`config.mk`:
```
export PLATFORM = sky130hd
export DESIGN_NAME = mcyc_divider
export DESIGN_NICKNAME = d
export VERILOG_FILES = /design/src/rtl/mcyc_divider.sv
export SDC_FILE = /design/constraint.sdc
export NUM_CORES = 1
export LEC_CHECK = 0
export BUFFER_PORTS_ARGS = -buffer_cell sky130_fd_sc_hd__buf_2
export CORE_MARGIN = 8
export CORE_UTILIZATION = 25
export DETAILED_ROUTE_END_ITERATION = 6
export HOLD_SLACK_MARGIN = 0.06
export RECOVER_POWER = 100
export REMOVE_ABC_BUFFERS = 1
export SYNTH_ARGS = -nofsm -noshare
export SYNTH_HDL_FRONTEND = slang
export SYNTH_SLANG_ARGS = --single-unit
export TNS_END_PERCENT = 100
```
`constraint.sdc`:
```
create_clock -name clk -period 1.94 [get_ports clk]
set_clock_uncertainty 0.15 [all_clocks]
set_input_delay 0.194 -clock clk [delete_from_list [all_inputs] [get_ports clk]]
set_output_delay 0.194 -clock clk [all_outputs]
set_load 0.03 [all_outputs]
```
`src/rtl/mcyc_divider.sv`:
```
module mcyc_divider #(
  parameter int FAST_LOG = 2,
  parameter int MID_LOG  = 6,
  parameter int SLOW_LOG = 10
) (
  input  logic       clk,
  input  logic       rst_n,
  input  logic       wr_en,
  input  logic [1:0] wr_code,
  input  logic       wr_swb,
  input  logic       irq_vector,
  input  logic       rx_start_fall,
  input  logic       insn_boundary,
  output logic       cyc_en,
  output logic [1:0] div_code,
  output logic       illegal_wr
);
  localparam int CNT_W = SLOW_LOG;
  localparam logic [1:0] C4 = 2'b01, C64 = 2'b10, C1K = 2'b11;
  localparam logic [CNT_W-1:0] LIM4  = CNT_W'((1 << FAST_LOG) - 1);
  localparam logic [CNT_W-1:0] LIM64 = CNT_W'((1 << MID_LOG) - 1);
  localparam logic [CNT_W-1:0] LIM1K = CNT_W'((1 << SLOW_LOG) - 1);

  logic [1:0] code_q, run_q;
  logic swb_q, pend_q, bad_q;
  logic [CNT_W-1:0] cnt_q, lim;

  wire slow_hop = code_q[1] & wr_code[1] & (wr_code != code_q);
  wire wr_bad   = wr_en & ((wr_code == 2'b00) | slow_hop);
  wire wr_ok    = wr_en & ~wr_bad;
  wire force_sb = swb_q & (irq_vector | (pend_q & insn_boundary));

  always_comb begin
    case (run_q)
      C64:     lim = LIM64;
      C1K:     lim = LIM1K;
      default: lim = LIM4;
    endcase
  end

  always_ff @(posedge clk) begin
    if (!rst_n) begin
      code_q <= C4;
      run_q  <= C4;
      swb_q  <= 1'b0;
      pend_q <= 1'b0;
      bad_q  <= 1'b0;
      cnt_q  <= '0;
    end else begin
      if (force_sb)   code_q <= C4;
      else if (wr_ok) code_q <= wr_code;
      if (wr_ok)  swb_q <= wr_swb;
      if (wr_bad) bad_q <= 1'b1;
      pend_q <= (pend_q & ~insn_boundary) | (rx_start_fall & swb_q);
      if (cnt_q == lim) begin
        cnt_q <= '0;
        run_q <= code_q;
      end else begin
        cnt_q <= cnt_q + 1'b1;
      end
    end
  end

  assign cyc_en     = (cnt_q == '0);
  assign div_code   = code_q;
  assign illegal_wr = bad_q;


  single_pulse_chk: assert property (@(posedge clk) disable iff (!rst_n)
    cyc_en |=> !cyc_en);

  no_reserved_code_chk: assert property (@(posedge clk) disable iff (!rst_n)
    div_code != 2'b00);

  no_slow_hop_chk: assert property (@(posedge clk) disable iff (!rst_n)
    (div_code[1] && $past(div_code[1])) |-> div_code == $past(div_code));

  flag_sticky_chk: assert property (@(posedge clk) disable iff (!rst_n)
    illegal_wr |=> illegal_wr);

  reserved_ignored_chk: assert property (@(posedge clk) disable iff (!rst_n)
    (wr_en && wr_code == 2'b00 && !irq_vector && !insn_boundary) |=> $stable(div_code));

  irq_switchback_chk: assert property (@(posedge clk) disable iff (!rst_n)
    (swb_q && irq_vector) |=> div_code == C4);

  swb_off_stable_chk: assert property (@(posedge clk) disable iff (!rst_n)
    (!swb_q && !wr_en) |=> $stable(div_code));
endmodule

```
; Yosys cells after proc, flatten, opt, wreduce, memory -nomap -nowiden
; Index checks and enable logic that the tools add are counted.
[word_totals]
register_bits = 17
input_bits = 9
output_inout_bits = 4
[op_classes]
add_sub_neg = 1
eq_ne = 4
muxes = 1
bitwise_logic = 14
reduce_logical = 4
[op_table]
columns = op, n
row1 = 10-bit one-hot mux with 2 select lines, 1
row2 = 10-bit by 1-bit adder with 10-bit output (second input constant), 1
row3 = 10-bit == test, 1
row4 = 10-bit logical NOT, 1
row5 = 1-bit bitwise AND, 8
row6 = 2-bit == test (second input constant), 2
row7 = 2-bit OR reduction, 2
row8 = 1-bit NOT, 3
row9 = 1-bit OR, 3
row10 = 2-bit logical NOT, 1
row11 = 2-bit inequality test, 1

; Longest topological paths before layout
; Gate-level depths: netlist of the first run.
[logic_depth]
word_depth = 6
depth_mapped = 5

; Worst setup path before layout of the first run
; OpenSTA, ideal clock, no wires.
[synth_path]
path_kind = register to register
start = register code_q[1] (netlist: div_code[1])
end = register bad_q (netlist: illegal_wr)
setup_ns = 0.115
t_arrival_ns = 1.391
required_ns = 1.675
setup_slack_ns = 0.285
path_stages_with_launch = 5
synth_period_minus_slack_ns = 1.655
path_cell_list = dfxtp_1 -> ha_1 -> o21ai_0 -> a21oi_1 -> o21a_1
[synth_between]
elab_chain_cells = 4
elab_cells_between_ends = 5
cone_classes = eq/ne: 1 / bitwise: 4
[synth_lines]
columns = item, line_no
row1 = start: declaration, 24  ; logic [1:0] code_q, run_q;
row2 = start signal: assignment, 51  ; else if (wr_ok) code_q <= wr_code;
row3 = 2-bit inequality test or 1-bit bitwise AND (tied branches), 28  ; wire slow_hop = code_q[1] & wr_code[1] & (wr_code != code_q);
row4 = 1-bit bitwise AND (*), 28
row5 = 1-bit OR (*), 29  ; wire wr_bad = wr_en & ((wr_code == 2'b00) | slow_hop);
row6 = 1-bit bitwise AND (*), 29
row7 = end signal: assignment, 47  ; bad_q <= 1'b0;
row8 = end signal: assignment, 53  ; if (wr_bad) bad_q <= 1'b1;
row9 = end: declaration, 25  ; logic swb_q, pend_q, bad_q;
; Mark *: on every way between the ends. The rest lies on a longest branch, timed or not.
; A chain may end at the register's enable or synchronous reset.

; Worst setup path after layout of the first run
[layout_path]
start = register cnt_q[6]
end = output port cyc_en
[layout_between]
elab_chain_cells = 1
[layout_lines]
columns = item, line_no
row1 = start: declaration, 26  ; logic [CNT_W-1:0] cnt_q, lim;
row2 = start signal: assignment, 59  ; cnt_q <= cnt_q + 1'b1;
row3 = 10-bit logical NOT, 64  ; assign cyc_en = (cnt_q == '0);
row4 = end: declaration, 14  ; output logic cyc_en,
; No other way between the ends.

==> results of run 1 <==
==> registers in the layout, indices dropped and copies added (netlist names) <==
name / flops
div_code: 2
pend_q: 1
cnt_q: 10
swb_q: 1
run_q: 2
illegal_wr: 1
==> worst paths after layout <==
kind                                start                       end  depth (start not counted)
setup / recovery      cnt_q[6]$_SDFF_PP0_                    cyc_en                          4
hold / removal              insn_boundary  div_code[0]$_SDFFE_PP1P_                          4
setup reg to reg    run_q[1]$_SDFFE_PN0N_       cnt_q[5]$_SDFF_PP0_                          4
hold reg to reg   illegal_wr$_SDFFE_PN0P_   illegal_wr$_SDFFE_PN0P_                          1
==> cells in the final DEF, fill, tap and decap left out <==
cell and count:
a21boi_0 2, o21ai_4 1, nor4_2 1, xnor2_1 6
o31ai_1 4, buf_2 7, nand2b_1 1, dfxtp_1 17
inv_1 5, and3_2 1, nor2_1 12, a21oi_1 7
o21a_2 1, o21ai_0 3, nand2_1 8, nor2b_1 1
buf_4 2, o31ai_4 1, a21o_1 3, ha_1 3
a31oi_1 1, and4_2 1, nand3_1 6, nor4_1 3
dlygate4sd3_1 8, or3_1 1, and3_1 1, o21a_1 3
xor2_1 2, nor3_1 3, nand4_1 3, clkbuf_1 6
clkbuf_4 3
==> routing by layer <==
layer	wire length (µm)	up-vias	share of wire
li1	-	420	-
met1	910	378	0.43
met2	1061	23	0.50
met3	77	6	0.037
met4	58	0	0.028
met5	0	-	0
==> logic make-up (layout without fill, tap and decap cells) <==
| group | after synthesis | after routing | share of synthesized area |
|---|---|---|---|
| AO/OA/AOI/OAI | 26 | 26 | 0.2200 |
| XOR/XNOR | 8 | 8 | 0.08000 |
| buffers and inverters | 6 | 31 | 0.02571 |
| flip-flops | 17 | 17 | 0.3886 |
| adder cells (fa/ha/maj) | 3 | 3 | 0.04286 |
| AND/OR/NAND/NOR | 42 | 42 | 0.2429 |
==> final cells by class <==
type	count	area, µm²
fill	376	2258
multi-input combinational	79	513.0
sequential	17	340.3
timing repair buffer	22	148.9
tap	46	57.56
clock buffer	4	26.28
inverter	5	18.77
==> power by group through the flow <==
stage                     logic [mW]  clock network [mW]  registers (mW)
final                          0.114               0.195           0.379
after global routing           0.127               0.212           0.382
after CTS                      0.115               0.202           0.379
after detailed placement       0.103                   0           0.387
after global placement         0.100                   0           0.386
after floorplan               0.0634                   0           0.391
==> critical path: cells and delay by family (launching register included) <==
kind,cells,cell delay [ns]
AND/OR/NAND/NOR,2,0.46
flip-flops,1,0.38
buffers and inverters,2,0.36
==> what timing repair did <==
item                                   CTS  global route
gates resized for setup                  0             0
hold buffers                             8             0
endpoints found under the hold margin    6             0
==> key figures, run 1 <==
Setup path
  • Critical Path RT: 1.60 ns
  • CP Class: flip-flop to output pin
  • CP Launch Type: flip-flop
  • Worst path slowest cell: dfxtp_1
  • Arrival @ worst endpoint: 1.50 ns
  • Crit path cell chain: nor4_2, buf_4, and3_1, buf_2
  • CP Capture Type: output pin
  • FF-to-FF setup slack: 0.18 ns
  • Max FO, Critical Path: 5
  • Critical Path Max Stage Delay: 0.38 ns

Routing
  • Drt via density: 4.780
  • Vias post-DR: 827
  • Routed WL: 2108 µm
  • Antenna-violating nets left: 0
  • WL/cell: 12.18 µm
  • Initial DRT Pass Iterations: 4
  • Number of remaining DRC errors: 0
  • DRT iter0 DRCs: 32

Global route
  • Routing usage on met3: 0.01465
  • GR peak layer: met2
  • Pin count of the biggest net entering global routing: 11
  • GR Util met1: 0.08862
  • Gr ovfl total: 0
  • Vias in the first global route: 759
  • Initial antenna violation count: 0
  • First-pass GRT wire length: 3360 µm
  • Gr usage total: 0.07900
  • GR Layer Usage met2: 0.1334

Placement
  • # port buffers: 12
  • Pre-CTS WS: 0.1817 ns
  • GP Congestion: 0.8170
  • Inst Count DP: 161
  • DP Wirelength: 1487 µm
  • Cell Area, Placed: 0.001005 mm²

Power and ir drop
  • Comb pwr share: 0.165
  • Clock network power share: 0.283
  • Psw: 0.1962 mW
  • Sequential power share: 0.552
  • Static leakage: 0.4066 nW
  • Peak supply drop: 0.3714 mV
  • Final Power: 0.6870 mW
  • PD cells: 621.8 mW/mm²
  • Pint: 0.4909 mW
  • Sw Ratio: 0.2855

Finish
  • Layout cell share with drive strength beyond 1: 0.1417
  • Final instance area: 0.001105 mm²
  • Final Net Count: 140
  • P&R area growth vs syn: 26.14%
  • Fin cells: 173
  • Final core occ: 0.3285
  • ANT cells: 0

Logic synthesis
  • Post-synth top cells: dfxtp_1 (17), nor2_1 (12), nand2_1 (8), a21oi_1 (7)
  • Primary FF master, synth: dfxtp_1
  • Post-synthesis instance area: 875.8 µm²
  • Yosys Warn Count: 0
  • Syn_area_per_cell: 8.587 µm²
  • Gate Count Post-Synth: 102
  • Yosys top cell area share: 0.3886
  • Post-synth EDFFs: 0
  • Distinct cells, synth: 29
  • Sequential fraction of the synthesis area: 0.3886
  • Top post-synthesis cells by area: dfxtp_1 (39%), xnor2_1 (6.0%), nor2_1 (5.1%)
  • Yosys top cell by area: dfxtp_1
  • Post-synthesis register bit count: 17
  • Count leader, synth: dfxtp_1
  • Ys async rst share: 0

Timing
  • Least-Margin Pin Slew: 0.4478 ns
  • Final setup violation count: 0
  • Fin Setup TNS: 0 ns
  • PnR worst setup slack: 0.09197 ns
  • Unrepaired setup endpoints after global routing: false
  • Final slew viol count: 0
  • Hold Vio Cnt, Final: 0
  • Final cycle utilization of the critical path: 0.9526
  • Max_slew headroom: 0.7015
  • Min Hold Slack: 0.1014 ns
  • Fmax: 541.1 MHz
  • Final min period: 1.848 ns

Floorplan
  • IO Pins: 13
  • Placement Rows: 21
  • Core area: 0.003363 mm²
  • Die height: 75.19 µm
  • Die Area: 0.005654 mm²
  • Initial Util: 0.2604
  • Die width: 75.19 µm

Clock network
  • CTS H-tree lvls: 1
  • Worst skew pair latency: 0.29 ns
  • CTS buffer count: 3
  • Root buf cell: clkbuf_4
  • Clock sinks: 17
  • Clock-pin slew on the worst setup and hold paths: 0.10 ns
  • Clock Path Buffers: 2
  • CTS tree: done
  • # Post-CTS Setup Buffers: 0

Worst hold path
  • Hold Path Class: input pin to flip-flop

Status
  • Status: finished, final reports clean

Flow run
  • Max-cap viol count: 0
Note: power is estimated with default switching activity, not from simulation.
==> run 2: changes to the inputs <==
==> constraint.sdc (replaced) <==
create_clock -name clk -period 2.2 [get_ports clk]
set_clock_uncertainty 0.15 [all_clocks]
set_input_delay 0.22 -clock clk [delete_from_list [all_inputs] [get_ports clk]]
set_output_delay 0.22 -clock clk [all_outputs]
set_load 0.03 [all_outputs]
==> run 2 against run 1 <==
  * Sequential power down 12%
  * Register-to-register slack better by 0.15 ns
  * Clock-buffer cell count decreased by 1
  * Total power shrank 13%
  * Wire length shrank 2.7%
  * Sequential share of layout area up 1.1 points
  * Critical path type unchanged
  * Highest routed layer unchanged
==> key figures, run 2 (synthesized netlist as in run 1, its figures left out) <==
Timing
  • Hold Vio Cnt, Final: 0 (unchanged)
  • Least-Margin Pin Slew: 0.4420 ns (-0.005766 ns)
  • Final min period: 1.920 ns
  • Final cycle utilization of the critical path: 0.8726
  • PnR worst setup slack: 0.2803 ns (+0.1883 ns)
  • Final setup violation count: 0 (unchanged)
  • Max_slew headroom: 0.7026 (+0.001127)
  • Fin Setup TNS: 0 ns (unchanged)
  • Unrepaired setup endpoints after global routing: false
  • Fmax: 520.9 MHz
  • Final slew viol count: 0 (unchanged)

Finish
  • Most common cell after layout, fill and taps aside: dfxtp_1
  • Fin cells: 169 (-2.3%)
  • Final Net Count: 136 (-2.9%)
  • Final instance area: 0.001066 mm² (-3.5%)
  • ANT cells: 0 (unchanged)
  • Most frequent cells in the layout: dfxtp_1 (17), nor2_1 (12), nand2_1 (8)
  • Max reg flops: 10 (unchanged)
  • Largest register by flop count: cnt_q
  • P&R area growth vs syn: 21.71%
  • Layout cell share with drive strength beyond 1: 0.1382 (-0.003521)

Routing
  • Drt via density: 4.893 (+2.4%)
  • Number of remaining DRC errors: 0 (unchanged)
  • Routed WL: 2051 µm (-2.7%)
  • Initial DRT Pass Iterations: 4 (unchanged)
  • Vias post-DR: 827 (unchanged)
  • Antenna-violating nets left: 0 (unchanged)
  • DRT iter0 DRCs: 31 (-3.1%)
  • WL/cell: 12.14 µm (-0.40%)

Setup path
  • CP Launch Type: flip-flop
  • Critical Path RT: 1.83 ns (+0.23 ns)
  • CP Capture Type: output pin
  • CP Class: flip-flop to output pin
  • Worst Reg-to-Reg Cells: 4 (unchanged)
  • Max FO, Critical Path: 5 (unchanged)
  • Arrival @ worst endpoint: 1.55 ns (+0.05 ns)

Flow run
  • Max-cap viol count: 0 (unchanged)

Floorplan
  • Initial Util: 0.2604 (unchanged)
  • Core area: 0.003363 mm² (unchanged)
  • Die width: 75.19 µm (unchanged)
  • IO Pins: 13 (unchanged)
  • Die Area: 0.005654 mm² (unchanged)
  • Placement Rows: 21 (unchanged)
  • Die height: 75.19 µm (unchanged)

Worst hold path
  • Hold Path Class: input pin to flip-flop
  • WHS Path Cells: 3 (-1)

Clock network
  • Clock Path Buffers: 2 (unchanged)
  • Clock sinks: 17 (unchanged)
  • Clock-pin slew on the worst setup and hold paths: 0.10 ns (about the same)
  • Root buf cell: clkbuf_4
  • CTS buffer count: 3 (unchanged)
  • # Post-CTS Setup Buffers: 0 (unchanged)
  • Worst skew pair latency: 0.29 ns (about the same)
  • CTS tree: done
  • CTS H-tree lvls: 1 (unchanged)

Placement
  • GP Congestion: 0.7973 (-2.4%)
  • Inst Count DP: 159 (-1.2%)
  • # port buffers: 12 (unchanged)
  • Pre-CTS WS: 0.4401 ns (+0.2585 ns)
  • DP Wirelength: 1490 µm (+0.20%)
  • Cell Area, Placed: 989.7 µm² (-1.5%)

Global route
  • Gr usage total: 0.08147 (+0.002474)
  • First-pass GRT wire length: 3498 µm (+4.1%)
  • Initial antenna violation count: 0 (unchanged)
  • Vias in the first global route: 752 (-0.92%)
  • Gr ovfl total: 0 (unchanged)
  • Pin count of the biggest net entering global routing: 11 (unchanged)

Power and ir drop
  • Static leakage: 0.3928 nW (-3.4%)
  • PD cells: 562.1 mW/mm² (-9.6%)
  • Peak supply drop: 0.3933 mV (+5.9%)
  • Final Power: 0.5992 mW (-13%)

Status
  • Status: finished, final reports clean
## run 2: worst paths after layout
check / end / slack, ns / from
max: cyc_en / 0.28 / cnt_q[6]$_SDFF_PP0_
max reg2reg: cnt_q[5]$_SDFF_PP0_ / 0.33 / cnt_q[6]$_SDFF_PP0_
min reg2reg: illegal_wr$_SDFFE_PN0P_ / 0.33 / illegal_wr$_SDFFE_PN0P_
min: div_code[1]$_SDFFE_PP0P_ / 0.09 / wr_code[1]
## run 2: final cells by class
| cell class | instances | area (µm²) |
|---|---|---|
| inverter | 5 | 18.77 |
| clock buffer | 3 | 22.52 |
| multi-input combinational | 79 | 506.7 |
| sequential | 17 | 340.3 |
| tap | 46 | 57.56 |
| clock inverter | 1 | 5.005 |
| timing repair buffer | 18 | 115.1 |
| fill | 383 | 2297 |
## run 2: report_power, final
group / internal (mW) / switching (mW) / total [mW] / leakage (nW)
Combinational: 0.0403 / 0.0580 / 0.0983 / 0.237
Sequential: 0.320 / 0.0151 / 0.335 / 0.138
Clock: 0.0676 / 0.0982 / 0.166 / 0.0177
Total: 0.428 / 0.171 / 0.599 / 0.393
## run 2: through the flow
step,hold WS (ns),utilization
floorplan,0.1462,-
global placement,0.2942,0.2943
detailed placement,0.3039,0.2943
CTS,0.07090,0.3203
global route,0.07481,0.3170
finish,0.09388,0.3170
## run 2: metal layers
layer / track usage / wire, µm
met5: 0 / 0
met3: 0.01198 / 69
met1: 0.09862 / 907
met2: 0.1315 / 1015
met4: 0.05117 / 58
## run 2: critical path, stage by stage (launching register included)
cell and delay (ns):
dfxtp_1 0.36, nor4_1 0.45, and3_1 0.24, clkbuf_2 0.20
## run 2: timing repair
item                                   4_1_cts  5_1_grt
hold buffers                                 6        0
gates resized for setup                      0        0
endpoints found under the hold margin        5        0
==> run 3: changes to the inputs <==
--- a/config.mk
+++ b/config.mk
@@ -8,6 +8,7 @@
 export BUFFER_PORTS_ARGS = -buffer_cell sky130_fd_sc_hd__buf_2
 export CORE_MARGIN = 8
 export CORE_UTILIZATION = 25
+export CTS_BUF_LIST = sky130_fd_sc_hd__clkbuf_8
 export DETAILED_ROUTE_END_ITERATION = 6
 export HOLD_SLACK_MARGIN = 0.06
 export RECOVER_POWER = 100
==> run 3 against run 2 <==
  * Global-route usage shrank 0.63 points
  * Cell count shrank 3.0%
  * Register-to-register slack is essentially flat
  * Critical path depth is the same
  * Sequential power is essentially flat
  * Critical endpoint unchanged
  * Largest power group unchanged
  * Highest routed layer unchanged
==> key figures, run 3 (synthesized netlist as in run 1, its figures left out) <==
Status
  • Status: finished, final reports clean

Placement
  • DP Wirelength: 1490 µm (unchanged)
  • Cell Area, Placed: 989.7 µm² (unchanged)
  • # port buffers: 12 (unchanged)
  • GP Congestion: 0.7973 (unchanged)

Timing
  • Max_slew headroom: 0.7031 (about the same)
  • Min Hold Slack: 0.05377 ns (-0.04011 ns)
  • Final cycle utilization of the critical path: 0.8453 (-0.02725)
  • Fin Setup TNS: 0 ns (unchanged)
  • Fmax: 537.7 MHz (+3.2%)
  • Unrepaired setup endpoints after global routing: false
  • Least-Margin Pin Slew: 0.4412 ns (-0.0007658 ns)
  • Final setup violation count: 0 (unchanged)
  • Final slew viol count: 0 (unchanged)
  • Hold Vio Cnt, Final: 0 (unchanged)
  • Final min period: 1.860 ns (-0.05996 ns)

Routing
  • Drt via density: 4.799 (-1.9%)
  • Initial DRT Pass Iterations: 4 (unchanged)
  • DRT iter0 DRCs: 27 (-13%)
  • Vias post-DR: 787 (-4.8%)
  • Routed WL: 1897 µm (-7.5%)
  • Antenna-violating nets left: 0 (unchanged)
  • Number of remaining DRC errors: 0 (unchanged)
  • WL/cell: 11.57 µm (-4.7%)

Finish
  • Final core occ: 0.3080 (-0.008928)
  • Layout cell share with drive strength beyond 1: 0.1525 (+0.01433)
  • P&R area growth vs syn: 18.29%
  • Most common cell after layout, fill and taps aside: dfxtp_1
  • Final Net Count: 131 (-3.7%)
  • Max reg flops: 10 (unchanged)
  • Final instance area: 0.001036 mm² (-2.8%)
  • ANT cells: 0 (unchanged)
  • Most frequent cells in the layout: dfxtp_1 (17), nor2_1 (12), buf_2 (9)
  • Largest register by flop count: cnt_q

Worst hold path
  • WHS Endpoint: run_q[0]$_SDFFE_PN1N_
  • Hold Path Class: input pin to flip-flop
  • Worst Hold Launch: rst_n
  • WHS Path Cells: 2 (-1)

Floorplan
  • Core area: 0.003363 mm² (unchanged)
  • Die Area: 0.005654 mm² (unchanged)
  • Placement Rows: 21 (unchanged)
  • Initial Util: 0.2604 (unchanged)
  • IO Pins: 13 (unchanged)
  • Die width: 75.19 µm (unchanged)
  • Die height: 75.19 µm (unchanged)

Clock network
  • Post_cts resized: 0 (unchanged)
  • CTS buffer count: 3 (unchanged)
  • Clock sinks: 17 (unchanged)
  • Clock-pin slew on the worst setup and hold paths: 0.07 ns (-0.03 ns)
  • # Post-CTS Setup Buffers: 0 (unchanged)
  • Worst skew pair latency: 0.25 ns (-0.04 ns)
  • CTS H-tree lvls: 1 (unchanged)
  • Clock Path Buffers: 2 (unchanged)
  • CTS tree: done
  • Root buf cell: clkbuf_8

Global route
  • Gr usage total: 0.07520 (-0.006267)
  • Pin count of the biggest net entering global routing: 11 (unchanged)
  • Vias in the first global route: 730 (-2.9%)
  • First-pass GRT wire length: 3263 µm (-6.7%)
  • Gr ovfl total: 0 (unchanged)
  • Initial antenna violation count: 0 (unchanged)

Setup path
  • Worst r2r dst: cnt_q[5]$_SDFF_PP0_
  • Arrival @ worst endpoint: 1.49 ns (-0.06 ns)
  • FF-to-FF setup slack: 0.34 ns (about the same)
  • CP Launch Type: flip-flop
  • Critical Path RT: 1.83 ns (about the same)
  • Worst Reg-to-Reg Cells: 4 (unchanged)
  • RR Startpoint: cnt_q[6]$_SDFF_PP0_
  • Max FO, Critical Path: 5 (unchanged)
  • CP Class: flip-flop to output pin
  • CP Capture Type: output pin

Power and ir drop
  • Peak supply drop: 0.4221 mV (+7.3%)
  • PD cells: 635.0 mW/mm² (+13%)
  • Final Power: 0.6578 mW (+9.8%)
  • Static leakage: 0.3796 nW (-3.4%)

Flow run
  • Max-cap viol count: 0 (unchanged)
[run 3: what timing repair did]
item,4_1_cts,5_1_grt
hold buffers,1,0
hold endpoints to repair,1,0
setup endpoints to repair,0,0
[run 3: worst max path at each step]
stage	end	from	slack, ns
after CTS	cnt_q[5]$_SDFF_PP0_	run_q[1]$_SDFFE_PN0N_	0.41
after detailed placement	cnt_q[9]$_SDFF_PP0_	run_q[1]$_SDFFE_PN0N_	0.44
after floorplan	illegal_wr$_SDFFE_PN0P_	div_code[1]$_SDFFE_PP0P_	0.54
after global routing	cnt_q[2]$_SDFF_PP0_	cnt_q[6]$_SDFF_PP0_	0.18
after global placement	cnt_q[8]$_SDFF_PP0_	run_q[1]$_SDFFE_PN0N_	0.47
final	cyc_en	cnt_q[6]$_SDFF_PP0_	0.34
[run 3: critical path, stage by stage, from the launching register on]
cell     delay [ns]
dfxtp_1        0.36
nor4_1         0.45
and3_1         0.23
buf_2          0.19
[run 3: layer usage]
layer | GRT usage | part of all wire | vias up
li1 | - | - | 400
met1 | 0.09327 | 0.47 | 368
met2 | 0.1161 | 0.48 | 15
met3 | 0.01198 | 0.024 | 4
met4 | 0.05117 | 0.021 | 0
met5 | 0 | 0 | -
[run 3: cell type report]
cell class | instances | area, µm²
fill | 390 | 2327
multi-input combinational | 79 | 506.7
sequential | 17 | 340.3
timing repair buffer | 13 | 66.31
tap | 46 | 57.56
clock buffer | 3 | 41.29
inverter | 5 | 18.77
clock inverter | 1 | 5.005
[run 3: through the flow]
step	setup slack [ns]	std cells
after CTS	0.4147	164
after global routing	0.1849	164
final	0.3403	164
after detailed placement	0.4401	159
after global placement	0.4739	159
after floorplan	0.5448	101
[run 3: power breakdown]
group	switching [mW]	internal, mW	leakage, nW
Clock	0.106	0.126	0.0255
Sequential	0.0147	0.320	0.138
Combinational	0.0557	0.0355	0.216
